## config.mk

```make
export PLATFORM = sky130hd
export DESIGN_NAME = tt_logic_unit
export DESIGN_NICKNAME = d
export VERILOG_FILES = /design/src/rtl/tt_logic_pkg.sv /design/src/rtl/tt_bit_slice.sv /design/src/rtl/tt_slice_array.sv /design/src/rtl/tt_stream_stage.sv /design/src/rtl/tt_logic_unit.sv
export SDC_FILE = /design/constraint.sdc
export NUM_CORES = 1
export LEC_CHECK = 0
export ABC_AREA = 1
export BUFFER_PORTS_ARGS = -buffer_cell sky130_fd_sc_hd__buf_4
export CORE_UTILIZATION = 45
export DETAILED_ROUTE_END_ITERATION = 10
export PLACE_DENSITY = 0.81
export SLEW_MARGIN = 0
export SYNTH_ARGS = -nofsm -noshare
export SYNTH_HDL_FRONTEND = slang
export SYNTH_SLANG_ARGS = --single-unit
```

## constraint.sdc

```tcl
create_clock -name clk -period 1.9 [get_ports clk]
set_input_delay 0 -clock clk [delete_from_list [all_inputs] [get_ports clk]]
set_output_delay 0 -clock clk [all_outputs]
set_load 0.05 [all_outputs]
```

## src/rtl/tt_logic_pkg.sv

```systemverilog
package tt_logic_pkg;
  localparam int CODE_W = 4;
  typedef logic [CODE_W-1:0] tt_code_t;

  localparam tt_code_t TT_ZERO = 4'b0000;
  localparam tt_code_t TT_AND  = 4'b1000;
  localparam tt_code_t TT_XOR  = 4'b0110;
  localparam tt_code_t TT_OR   = 4'b1110;
  localparam tt_code_t TT_NAND = 4'b0111;
  localparam tt_code_t TT_ONE  = 4'b1111;
endpackage

```

## src/rtl/tt_bit_slice.sv

```systemverilog
module tt_bit_slice
  import tt_logic_pkg::*;
(
  input  logic     a_bit,
  input  logic     b_bit,
  input  tt_code_t code,
  input  logic     enable,
  output logic     f_bit
);
  logic [1:0] sel;
  logic       picked;

  assign sel = {a_bit, b_bit};

  always_comb begin
    unique case (sel)
      2'd0: picked = code[0];
      2'd1: picked = code[1];
      2'd2: picked = code[2];
      default: picked = code[3];
    endcase
  end

  assign f_bit = enable & picked;
endmodule

```

## src/rtl/tt_slice_array.sv

```systemverilog
module tt_slice_array
  import tt_logic_pkg::*;
#(
  parameter int WIDTH = 8
) (
  input  logic [WIDTH-1:0] a,
  input  logic [WIDTH-1:0] b,
  input  tt_code_t         code,
  input  logic             enable,
  output logic [WIDTH-1:0] f
);
  for (genvar i = 0; i < WIDTH; i++) begin : g_slice
    tt_bit_slice u_slice (
      .a_bit  (a[i]),
      .b_bit  (b[i]),
      .code   (code),
      .enable (enable),
      .f_bit  (f[i])
    );
  end
endmodule

```

## src/rtl/tt_stream_stage.sv

```systemverilog
module tt_stream_stage #(
  parameter int WIDTH = 8
) (
  input  logic             clk,
  input  logic             rst_n,
  input  logic             up_valid,
  output logic             up_ready,
  input  logic [WIDTH-1:0] up_data,
  output logic             dn_valid,
  input  logic             dn_ready,
  output logic [WIDTH-1:0] dn_data
);
  logic take;

  assign up_ready = !dn_valid || dn_ready;
  assign take     = up_valid && up_ready;

  always_ff @(posedge clk) begin
    if (!rst_n) begin
      dn_valid <= 1'b0;
      dn_data  <= '0;
    end else if (take) begin
      dn_valid <= 1'b1;
      dn_data  <= up_data;
    end else if (dn_ready) begin
      dn_valid <= 1'b0;
    end
  end

  // a stalled result is held
  a_r6_hold_stalled: assert property (@(posedge clk) disable iff (!rst_n)
    dn_valid && !dn_ready |=> dn_valid && $stable(dn_data));

  // an accepted beat is presented next cycle
  a_r5_accept_shows: assert property (@(posedge clk) disable iff (!rst_n)
    up_valid && up_ready |=> dn_valid);

  // consumed with nothing new means empty
  a_r9_drain: assert property (@(posedge clk) disable iff (!rst_n)
    dn_valid && dn_ready && !up_valid |=> !dn_valid);
endmodule

```

## src/rtl/tt_logic_unit.sv

```systemverilog
module tt_logic_unit
  import tt_logic_pkg::*;
#(
  parameter int WIDTH = 8
) (
  input  logic             clk,
  input  logic             rst_n,
  input  logic             in_valid,
  output logic             in_ready,
  input  logic [WIDTH-1:0] in_a,
  input  logic [WIDTH-1:0] in_b,
  input  logic [3:0]       in_code,
  input  logic             in_enable,
  output logic             out_valid,
  input  logic             out_ready,
  output logic [WIDTH-1:0] out_f
);
  localparam logic [WIDTH-1:0] ALL_ONES = {WIDTH{1'b1}};

  logic [WIDTH-1:0] comb_f;

  tt_slice_array #(.WIDTH(WIDTH)) u_array (
    .a      (in_a),
    .b      (in_b),
    .code   (tt_code_t'(in_code)),
    .enable (in_enable),
    .f      (comb_f)
  );

  tt_stream_stage #(.WIDTH(WIDTH)) u_stage (
    .clk      (clk),
    .rst_n    (rst_n),
    .up_valid (in_valid),
    .up_ready (in_ready),
    .up_data  (comb_f),
    .dn_valid (out_valid),
    .dn_ready (out_ready),
    .dn_data  (out_f)
  );

  // disabled beat yields zero
  a_r3_disabled_zero: assert property (@(posedge clk) disable iff (!rst_n)
    in_valid && in_ready && !in_enable |=> out_f == '0);

  // constant-one code fills the word
  a_r2_const_one: assert property (@(posedge clk) disable iff (!rst_n)
    in_valid && in_ready && in_enable && in_code == TT_ONE |=> out_f == ALL_ONES);

  // constant-zero code clears the word
  a_r2_const_zero: assert property (@(posedge clk) disable iff (!rst_n)
    in_valid && in_ready && in_code == TT_ZERO |=> out_f == '0);

  // operands equal to each other with XOR code give zero
  a_r1_xor_self: assert property (@(posedge clk) disable iff (!rst_n)
    in_valid && in_ready && in_code == TT_XOR && in_a == in_b |=> out_f == '0);
endmodule

```

==> reports/metrics.cfg, run 1 <==
[status]
status=complete, no violations

[sta]
tightest_slew_ns=0.243
fin_skew_ns=0.000991
setup_viol=0
setup-tns-final_ns=0
timing.final.max_slew_violations=0
min_period_ns=1.01
fin_crit_sh=0.530
hold_viol=0
rsz0062_at_grt=false
hold-worst-slack_ns=0.0630
max_freq_ghz=0.993
slew_headroom=0.837

[power_and_ir_drop]
p_leak_nw=0.541
ir_worst_vdd_mv=0.485
power_density_nw_per_um2=574
total_power_w=0.000534

[synthesis]
syn_area_um2=631
synth_top_area_share=0.333
syn_avg_cell_area_um2=5.44
synth.distinct_cells=10
synth_compound_area_frac=0.0714
synth-seq-cells=9
postSynthCellCount=116
yosysWarnings=0
synth_simple_gate_area_frac=0.506
yosysSeqAreaShare=0.286
yosys.area_share.adder=0
synthXorXnorAreaFrac=0
synth_top_family_by_area=simple AND/OR/NAND/NOR gates
synth_area_leader_cell=nand2_1
syn-num-nets=141
synthMuxAreaShare=0
synthTopCellsByArea=nand2_1 (33%), dfxtp_1 (29%), nand3_1 (13%)

[die]
rows=13
start_util=0.485
die_h_um=39.4
die_area_um2=1560
die_w_um=39.4
ios=35
core_um2=1300

[worst_setup_path]
crit_path_start=u_stage.dn_valid$_SDFFE_PN0P_
startpoint_type=flop
rr_startpoint=u_stage.dn_valid$_SDFFE_PN0P_
reg2reg_to=u_stage.dn_data[2]$_SDFFE_PN0P_
r2r_cells=5
end_kind=flop
cp.required_ns=2.09
cp_slowest_cell=dfxtp_1
worstSetupPathType=reg -> reg
r2r_setup_slack_ns=0.89
endpoint=u_stage.dn_data[2]$_SDFFE_PN0P_
critical_path.max_stage_delay_ns=0.32
crit_path_cell_trace=nand2_2 -> nand2_4 -> nor2_4 -> nand2_1 -> a21oi_1
arrival_ns=1.19
critPathMaxFanout=10

[worst_hold_path]
hold_class=in -> reg
min_from=out_ready

[placed_design]
portBuffers=34
dp.cells=165
place.gp.congestion=0.682
dp_hpwl_um=1350

[routing]
post_drt_via_cell_ratio=4.70
wire_per_inst_um=10.2
top_layer_used=met3
wl_met1_um=710
wl_met3_um=44
ant_nets=0
routed_wl_um=1720
drc_errors=0
drt_iter0_markers=13
vias=794
wl_met2_um=964
firstDrtPassIters=4

[global_route]
grt.total_usage=0.240
grt_max_degree=11
grt_pass1_wl_um=2530
grt_pass1_vias=634
gr-total-overflow=0
antenna_found_initial=0

[clocking]
htree_levels=1
clock_path_buffers=2
cts_sinks=9
cts_resized=0
worstSkewPairLatency_ns=0.26
cts_hold_repair.buffers=0
cts.clk_slew.worst_paths_ns=0.06
cts_tree=done
clockRootBuffer=clkbuf_4
post_cts_buffers=0
numCtsBuffers=3

[finish]
final_cell_mix=nand2_1 (56), buf_4 (34), inv_1 (17), nand3_1 (16)
layout_commonest_cell=nand2_1
drive_gt1_frac=0.292
antennaDiodeCount=0
nets=180
final_cells=169
areaGrowthSynthToFinish_pct=47.6

[run]
drv_cap=0

==> worst max-delay path, delay by kind of cell, from the launching register on <==
kind,cells,cell delay (ns)
compound gates,1,0.13
simple gates,4,0.47
flops,1,0.32
==> layout make-up <==
cell class	instances	area (um^2)
multi-input combinational	84	364
fill	117	370
timing repair buffer	34	255
tap	15	18.8
inverter	23	86.3
sequential	9	180
clock buffer	4	26.3
==> synthesized netlist by cell type <==
cell,instances
nor2_4,1
nand2_1,56
inv_2,5
nand2_2,1
nand3_1,16
inv_1,17
nand2_4,1
a21oi_1,9
dfxtp_1,9
clkinv_1,1
==> report_power, final <==
| part | internal, W | total [W] | switching, W |
|---|---|---|---|
| clock network | 0.0000810 | 0.000149 | 0.0000684 |
| registers | 0.000198 | 0.000203 | 0.00000501 |
| logic | 0.0000735 | 0.000182 | 0.000108 |
| total | 0.000352 | 0.000534 | 0.000182 |
==> worst min-delay path by stage <==
stage	cells after the start	endpoint	slack, ns
after floorplan	2	u_stage.dn_data[0]$_SDFFE_PN0P_	0.20
after global placement	4	u_stage.dn_valid$_SDFFE_PN0P_	0.31
after detailed placement	4	u_stage.dn_valid$_SDFFE_PN0P_	0.34
after CTS	4	u_stage.dn_valid$_SDFFE_PN0P_	0.06
after global routing	4	u_stage.dn_valid$_SDFFE_PN0P_	0.1
final	4	u_stage.dn_valid$_SDFFE_PN0P_	0.06
==> routing by layer <==
layer | up-vias | GRT usage
met5 | - | 0
met4 | 0 | 0.0776
met3 | 0 | 0.0511
met2 | 20 | 0.451
met1 | 347 | 0.259
li1 | 427 | -
==> logic make-up after synthesis <==
| logic type | Yosys count |
|---|---|
| and+or+nand+nor | 75 |
| AOI/OAI and AO/OA | 9 |
| DFF | 9 |
| buffers and inverters | 23 |
==> state kept, by name, indices dropped and copies added (netlist names) <==
name              flops
u_stage.dn_data       8
u_stage.dn_valid      1
==> stage by stage <==
stage	cell area, um^2	util	setup WS (ns)
2_1_floorplan	631	-	0.465
3_3_place_gp	905	0.695	0.978
3_5_place_dp	905	0.695	0.902
4_1_cts	931	0.715	0.897
5_1_grt	931	0.715	0.818
6_report	931	0.715	0.893
Power figures use the tool's default switching activity.
==> run 2, diff against run 1 <==
--- a/config.mk
+++ b/config.mk
@@ -5,11 +5,11 @@
 export SDC_FILE = /design/constraint.sdc
 export NUM_CORES = 1
 export LEC_CHECK = 0
-export ABC_AREA = 1
+export ABC_AREA = 0
 export BUFFER_PORTS_ARGS = -buffer_cell sky130_fd_sc_hd__buf_4
-export CORE_UTILIZATION = 45
+export CORE_UTILIZATION = 35
 export DETAILED_ROUTE_END_ITERATION = 10
-export PLACE_DENSITY = 0.81
+export PLACE_DENSITY = 0.73
 export SLEW_MARGIN = 0
 export SYNTH_ARGS = -nofsm -noshare
 export SYNTH_HDL_FRONTEND = slang
==> constraint.sdc (replaced) <==
create_clock -name clk -period 0.9 [get_ports clk]
set_input_delay 0 -clock clk [delete_from_list [all_inputs] [get_ports clk]]
set_output_delay 0 -clock clk [all_outputs]
set_load 0.05 [all_outputs]
==> reports/metrics.cfg, run 2 <==
[status]
status=finished, violations left
failed_checks=setup timing

[global_route]
gr-total-overflow=0  ; unchanged
antenna_found_initial=0  ; unchanged
grt_pass1_vias=396  ; -38%
grt_max_degree=9  ; -2
grt_pass1_wl_um=1720  ; -32%
grt.total_usage=0.170  ; -0.0696

[sta]
tightest_slew_ns=0.220  ; -0.0235 ns
slew_headroom=0.853  ; +0.0163
fin_skew_ns=0.000848  ; -0.000143 ns
min_period_ns=0.933
timing.final.max_slew_violations=0  ; unchanged
max_freq_ghz=1.07
rsz0062_at_grt=true
setup_viol=3  ; +3
fin_crit_sh=1.04
setup_ws_ns=-0.0329  ; -0.926 ns
hold_viol=0  ; unchanged

[power_and_ir_drop]
p_leak_nw=0.397  ; -27%
ir_worst_vdd_mv=0.411  ; -15%
power_density_nw_per_um2=1270  ; +120%

[die]
core_um2=1320  ; +1.2%
rows=13  ; unchanged
die_area_um2=1590  ; +2.4%
ios=35  ; unchanged
die_w_um=39.9  ; +1.2%
die_h_um=39.9  ; +1.2%
start_util=0.382  ; -0.103

[routing]
firstDrtPassIters=2  ; -2
post_drt_via_cell_ratio=5.38  ; +15%
drt_iter0_markers=2  ; -11
ant_nets=0  ; unchanged
wire_per_inst_um=13.6  ; +34%
routed_wl_um=1140  ; -34%
drc_errors=0  ; unchanged
vias=452  ; -43%

[worst_setup_path]
startpoint_type=flop
arrival_ns=0.93  ; -0.26 ns
worstSetupPathType=reg -> out
cp.required_ns=0.90  ; -1.19 ns
critPathMaxFanout=3  ; -7
r2r_setup_slack_ns=-0.01  ; -0.90 ns
end_kind=primary output

[clocking]
cts_tree=done
post_cts_buffers=0  ; unchanged
cts_hold_repair.buffers=0  ; unchanged
clockRootBuffer=clkbuf_4
htree_levels=1  ; unchanged
cts.clk_slew.worst_paths_ns=0.06  ; about the same
clock_path_buffers=2  ; unchanged
worstSkewPairLatency_ns=0.25  ; about the same
cts_sinks=9  ; unchanged
numCtsBuffers=3  ; unchanged

[synthesis]
synthMuxAreaShare=0.403  ; +0.403
synth-seq-cells=9  ; unchanged
yosys.area_share.adder=0  ; unchanged
yosysMostFrequentCell=dfxtp_1
postSynthCellCount=31  ; -73%
ys_top_cells_by_count=dfxtp_1 (9), a22o_1 (8), mux4_1 (6)
synth_compound_area_frac=0.177  ; +0.105
synth-main-ff-cell=dfxtp_1
synth_simple_gate_area_frac=0.0448  ; -0.461
async_flop_share=0  ; unchanged
synth_area_leader_cell=dfxtp_1
syn_avg_cell_area_um2=16.2  ; +200%
synth_top_area_share=0.358  ; +0.0249
synth_top_family_by_area=multiplexers
yosysSeqAreaShare=0.358  ; +0.0725
synthTopCellsByArea=dfxtp_1 (36%), mux4_1 (31%), a22o_1 (14%)
synth.distinct_cells=10  ; unchanged
synth_edf_count=0  ; unchanged
yosysWarnings=0  ; unchanged
synthXorXnorAreaFrac=0  ; unchanged
syn-num-nets=56  ; -60%
syn_area_um2=503  ; -20%

[worst_hold_path]
hold_class=in -> reg

[finish]
largest_reg_flops=8  ; unchanged
largestRegisters=u_stage.dn_data: 8 flops, u_stage.dn_valid: 1 flops
final_cell_mix=buf_4 (33), a22o_1 (8), dfxtp_1 (8), mux4_1 (6), clkbuf_4 (3)
areaGrowthSynthToFinish_pct=65.2
final_area_um2=831  ; -11%
layout_commonest_cell=buf_4
nets=95  ; -47%
antennaDiodeCount=0  ; unchanged
drive_gt1_frac=0.638  ; +0.345
registers.top_by_ff_count=u_stage.dn_data
final_cells=84  ; -50%

[placed_design]
place.gp.congestion=0.669  ; -2.0%
placed_cell_area_um2=791  ; -13%
dp.cells=81  ; -51%
portBuffers=34  ; unchanged

[run]
drv_cap=0  ; unchanged

[run 2: final timing paths]
path,from,end,cells after the start
min reg2reg,u_stage.dn_data[4]$_SDFFE_PN0P_,u_stage.dn_data[4]$_SDFFE_PN0P_,1
min,rst_n,u_stage.dn_valid$_SDFFE_PN0P_,2
max,u_stage.dn_valid$_SDFFE_PN0P_,in_ready,3
max reg2reg,u_stage.dn_valid$_SDFFE_PN0P_,u_stage.dn_data[0]$_SDFFE_PN0P_,3
[run 2: logic make-up (layout without fill, tap and decap cells)]
kind of cell / Yosys count / in the layout
flip-flops: 9 / 9
AO/OA/AOI/OAI: 10 / 10
multiplexers: 8 / 8
buffers and inverters: 2 / 40
AND/OR/NAND/NOR: 2 / 2
[run 2: metrics by stage]
| stage | hold slack [ns] | total power [W] | setup WS [ns] | setup TNS [ns] | util |
|---|---|---|---|---|---|
| detailed placement | 0.283 | 0.000762 | -0.0657 | -0.426 | 0.600 |
| global route | 0.0228 | 0.00111 | -0.0672 | -0.351 | 0.631 |
| global placement | 0.272 | 0.000757 | -0.0489 | -0.325 | 0.600 |
| floorplan | 0.128 | 0.000613 | -0.310 | -2.42 | - |
| finish | 0.0222 | 0.00105 | -0.0329 | -0.0480 | 0.631 |
| CTS | 0.0225 | 0.00106 | -0.0371 | -0.0598 | 0.631 |
[run 2: report_power, final]
part           total [W]  internal (W)  switching (W)
combinational   0.000328      0.000177       0.000150
clock           0.000296      0.000170       0.000126
sequential      0.000431      0.000418      0.0000123
total            0.00105      0.000765       0.000289
[run 2: layout make-up]
cell class | instances | area (um^2)
Fill cell | 114 | 487
Sequential cell | 9 | 184
Tap cell | 15 | 18.8
Multi-Input combinational cell | 20 | 324
Timing Repair Buffer | 35 | 274
Clock buffer | 4 | 26.3
Inverter | 1 | 3.75
[run 2: critical path: stages, from the launching register on]
cell and delay, ns:
dfxtp_4 0.35, nand2b_4 0.07, buf_6 0.12, buf_8 0.14
[run 2: layer usage]
layer	global-route usage	wire length, um
met1	0.206	498
met2	0.258	524
met3	0.0398	98
met4	0.129	19
met5	0	0
[run 2: timing repair]
action / 4_1_cts / 5_1_grt
pin swaps: 5 / 1
endpoints found under the setup margin: 9 / 9
gates resized for setup: 6 / 0
==> run 3, diff against run 2 <==
--- a/config.mk
+++ b/config.mk
@@ -10,6 +10,7 @@
 export CORE_UTILIZATION = 35
 export DETAILED_ROUTE_END_ITERATION = 10
 export PLACE_DENSITY = 0.73
+export SETUP_SLACK_MARGIN = 0.2
 export SLEW_MARGIN = 0
 export SYNTH_ARGS = -nofsm -noshare
 export SYNTH_HDL_FRONTEND = slang
==> constraint.sdc (replaced) <==
create_clock -name clk -period 0.9 [get_ports clk]
set_input_delay 0.09 -clock clk [delete_from_list [all_inputs] [get_ports clk]]
set_output_delay 0.09 -clock clk [all_outputs]
set_load 0.05 [all_outputs]
==> reports/metrics.cfg, run 3 (synthesis results as in run 2) <==
[finish]
nFillCells=92  ; -19%
antennaDiodeCount=0  ; unchanged
final_cells=92  ; +9.5%
registers.top_by_ff_count=u_stage.dn_data
layout_commonest_cell=buf_4
areaGrowthSynthToFinish_pct=92.3
largestRegisters=u_stage.dn_data: 8 flops, u_stage.dn_valid: 1 flops
final_cell_mix=buf_4 (31), buf_8 (10), a22o_1 (8), dfxtp_2 (8), mux4_1 (6)
nets=103  ; +8.4%
final_area_um2=967  ; +16%
largest_reg_flops=8  ; unchanged
drive_gt1_frac=0.792  ; +0.155

[power_and_ir_drop]
intPower_w=0.000818  ; +6.8%
pwr-share-comb=0.342  ; +0.031
switching_power_w=0.000314  ; +8.9%
p_leak_nw=0.455  ; +15%
p_seq_frac=0.389  ; -0.019
total_power_w=0.00113  ; +7.4%
switching_share=0.278  ; +0.00383
ir_worst_vdd_mv=0.445  ; +8.2%
clockPowerShare=0.268  ; -0.013
power_density_nw_per_um2=1170  ; -7.7%

[sta]
timing.final.max_slew_violations=0  ; unchanged
hold_viol=0  ; unchanged
fin_skew_ns=0.00369  ; +0.00284 ns
setup_ws_ns=-0.116  ; -0.0834 ns
setup_viol=10  ; +7
hold-worst-slack_ns=0.0861  ; +0.0638 ns
slew_headroom=0.887  ; +0.0333
rsz0062_at_grt=true
fin_crit_sh=1.13  ; +0.0927
max_freq_ghz=0.984  ; -8.2%
min_period_ns=1.02  ; +0.0834 ns
tightest_slew_ns=0.170  ; -0.0495 ns

[clocking]
cts.clk_slew.worst_paths_ns=0.06  ; about the same
clockRootBuffer=clkbuf_4
cts_hold_repair.buffers=0  ; unchanged
cts_tree=done
clock_path_buffers=2  ; unchanged
numCtsBuffers=3  ; unchanged
htree_levels=1  ; unchanged
worstSkewPairLatency_ns=0.26  ; about the same
cts_sinks=9  ; unchanged

[worst_setup_path]
critPathMaxFanout=3  ; unchanged
cp.required_ns=0.81  ; -0.09 ns
worstSetupPathType=reg -> out
startpoint_type=flop
end_kind=primary output
arrival_ns=0.93  ; about the same

[global_route]
grt.total_usage=0.190  ; +0.0192
grt_pass1_vias=469  ; +18%
grt_pass1_wl_um=1950  ; +13%
grt_max_degree=9  ; unchanged
antenna_found_initial=0  ; unchanged
gr-total-overflow=0  ; unchanged

[routing]
drt_iter0_markers=12  ; +10
vias=509  ; +13%
ant_nets=0  ; unchanged
wire_per_inst_um=15.0  ; +11%
firstDrtPassIters=2  ; unchanged
routed_wl_um=1380  ; +21%
post_drt_via_cell_ratio=5.53  ; +2.8%
drc_errors=0  ; unchanged

[die]
die_h_um=39.9  ; unchanged
ios=35  ; unchanged
die_w_um=39.9  ; unchanged
start_util=0.382  ; unchanged
die_area_um2=1590  ; unchanged
rows=13  ; unchanged
core_um2=1320  ; unchanged

[worst_hold_path]
hold_class=in -> reg

[placed_design]
placed_cell_area_um2=791  ; unchanged
dp.cells=81  ; unchanged
pre_cts_slack_ns=-0.146  ; -0.0800 ns
portBuffers=34  ; unchanged
place.gp.congestion=0.613  ; -8.3%

[run]
drv_cap=0  ; unchanged

[status]
status=finished, violations left
failed_checks=setup timing

[run 3: per-layer routing]
layer / up-vias / share of wire / GRT usage
li1: 234 / - / -
met1: 239 / 0.37 / 0.214
met2: 32 / 0.52 / 0.315
met3: 4 / 0.077 / 0.0170
met4: 0 / 0.030 / 0.164
met5: - / 0 / 0
[run 3: timing repair]
item                       CTS  global route
setup endpoints to repair   19            19
pin swaps                    0             1
resized for setup           30             3
setup buffers                6             1
[run 3: worst max-delay path, cell delays in order, from the launching register on]
cell      delay [ns]
dfxtp_4         0.35
nand2b_4        0.06
buf_6           0.12
buf_8           0.14
[run 3: final timing paths]
| kind | from | to | slack (ns) | cells after the start |
|---|---|---|---|---|
| worst max-delay path | u_stage.dn_valid$_SDFFE_PN0P_ | in_ready | -0.12 | 3 |
| worst min-delay path | rst_n | u_stage.dn_valid$_SDFFE_PN0P_ | 0.09 | 2 |
| worst max register to register | u_stage.dn_valid$_SDFFE_PN0P_ | u_stage.dn_data[2]$_SDFFE_PN0P_ | -0.08 | 3 |
| worst min register to register | u_stage.dn_data[7]$_SDFFE_PN0P_ | u_stage.dn_data[7]$_SDFFE_PN0P_ | 0.50 | 1 |
[run 3: cell type report]
cell class | instances | area [um^2] | area share
multi-input cells | 20 | 319 | 0.330
repair buffers | 43 | 405 | 0.419
inverters | 1 | 3.75 | 0.00388
clock buffers | 4 | 26.3 | 0.0272
flip-flops and latches | 9 | 194 | 0.201
well taps | 15 | 18.8 | 0.0194
[run 3: power groups by stage]
stage | Sequential [W] | Clock [W] | Combinational (W)
3_3_place_gp | 0.000439 | 0 | 0.000318
4_1_cts | 0.000440 | 0.000308 | 0.000379
5_1_grt | 0.000444 | 0.000322 | 0.000407
6_report | 0.000441 | 0.000304 | 0.000388
2_1_floorplan | 0.000508 | 0 | 0.000105
3_5_place_dp | 0.000440 | 0 | 0.000324
[run 3: metrics by stage]
stage / setup TNS [ns] / util
final: -0.747 / 0.734
after global placement: -0.897 / 0.600
after CTS: -0.749 / 0.723
after floorplan: -2.42 / -
after detailed placement: -1.05 / 0.600
after global routing: -1.05 / 0.734
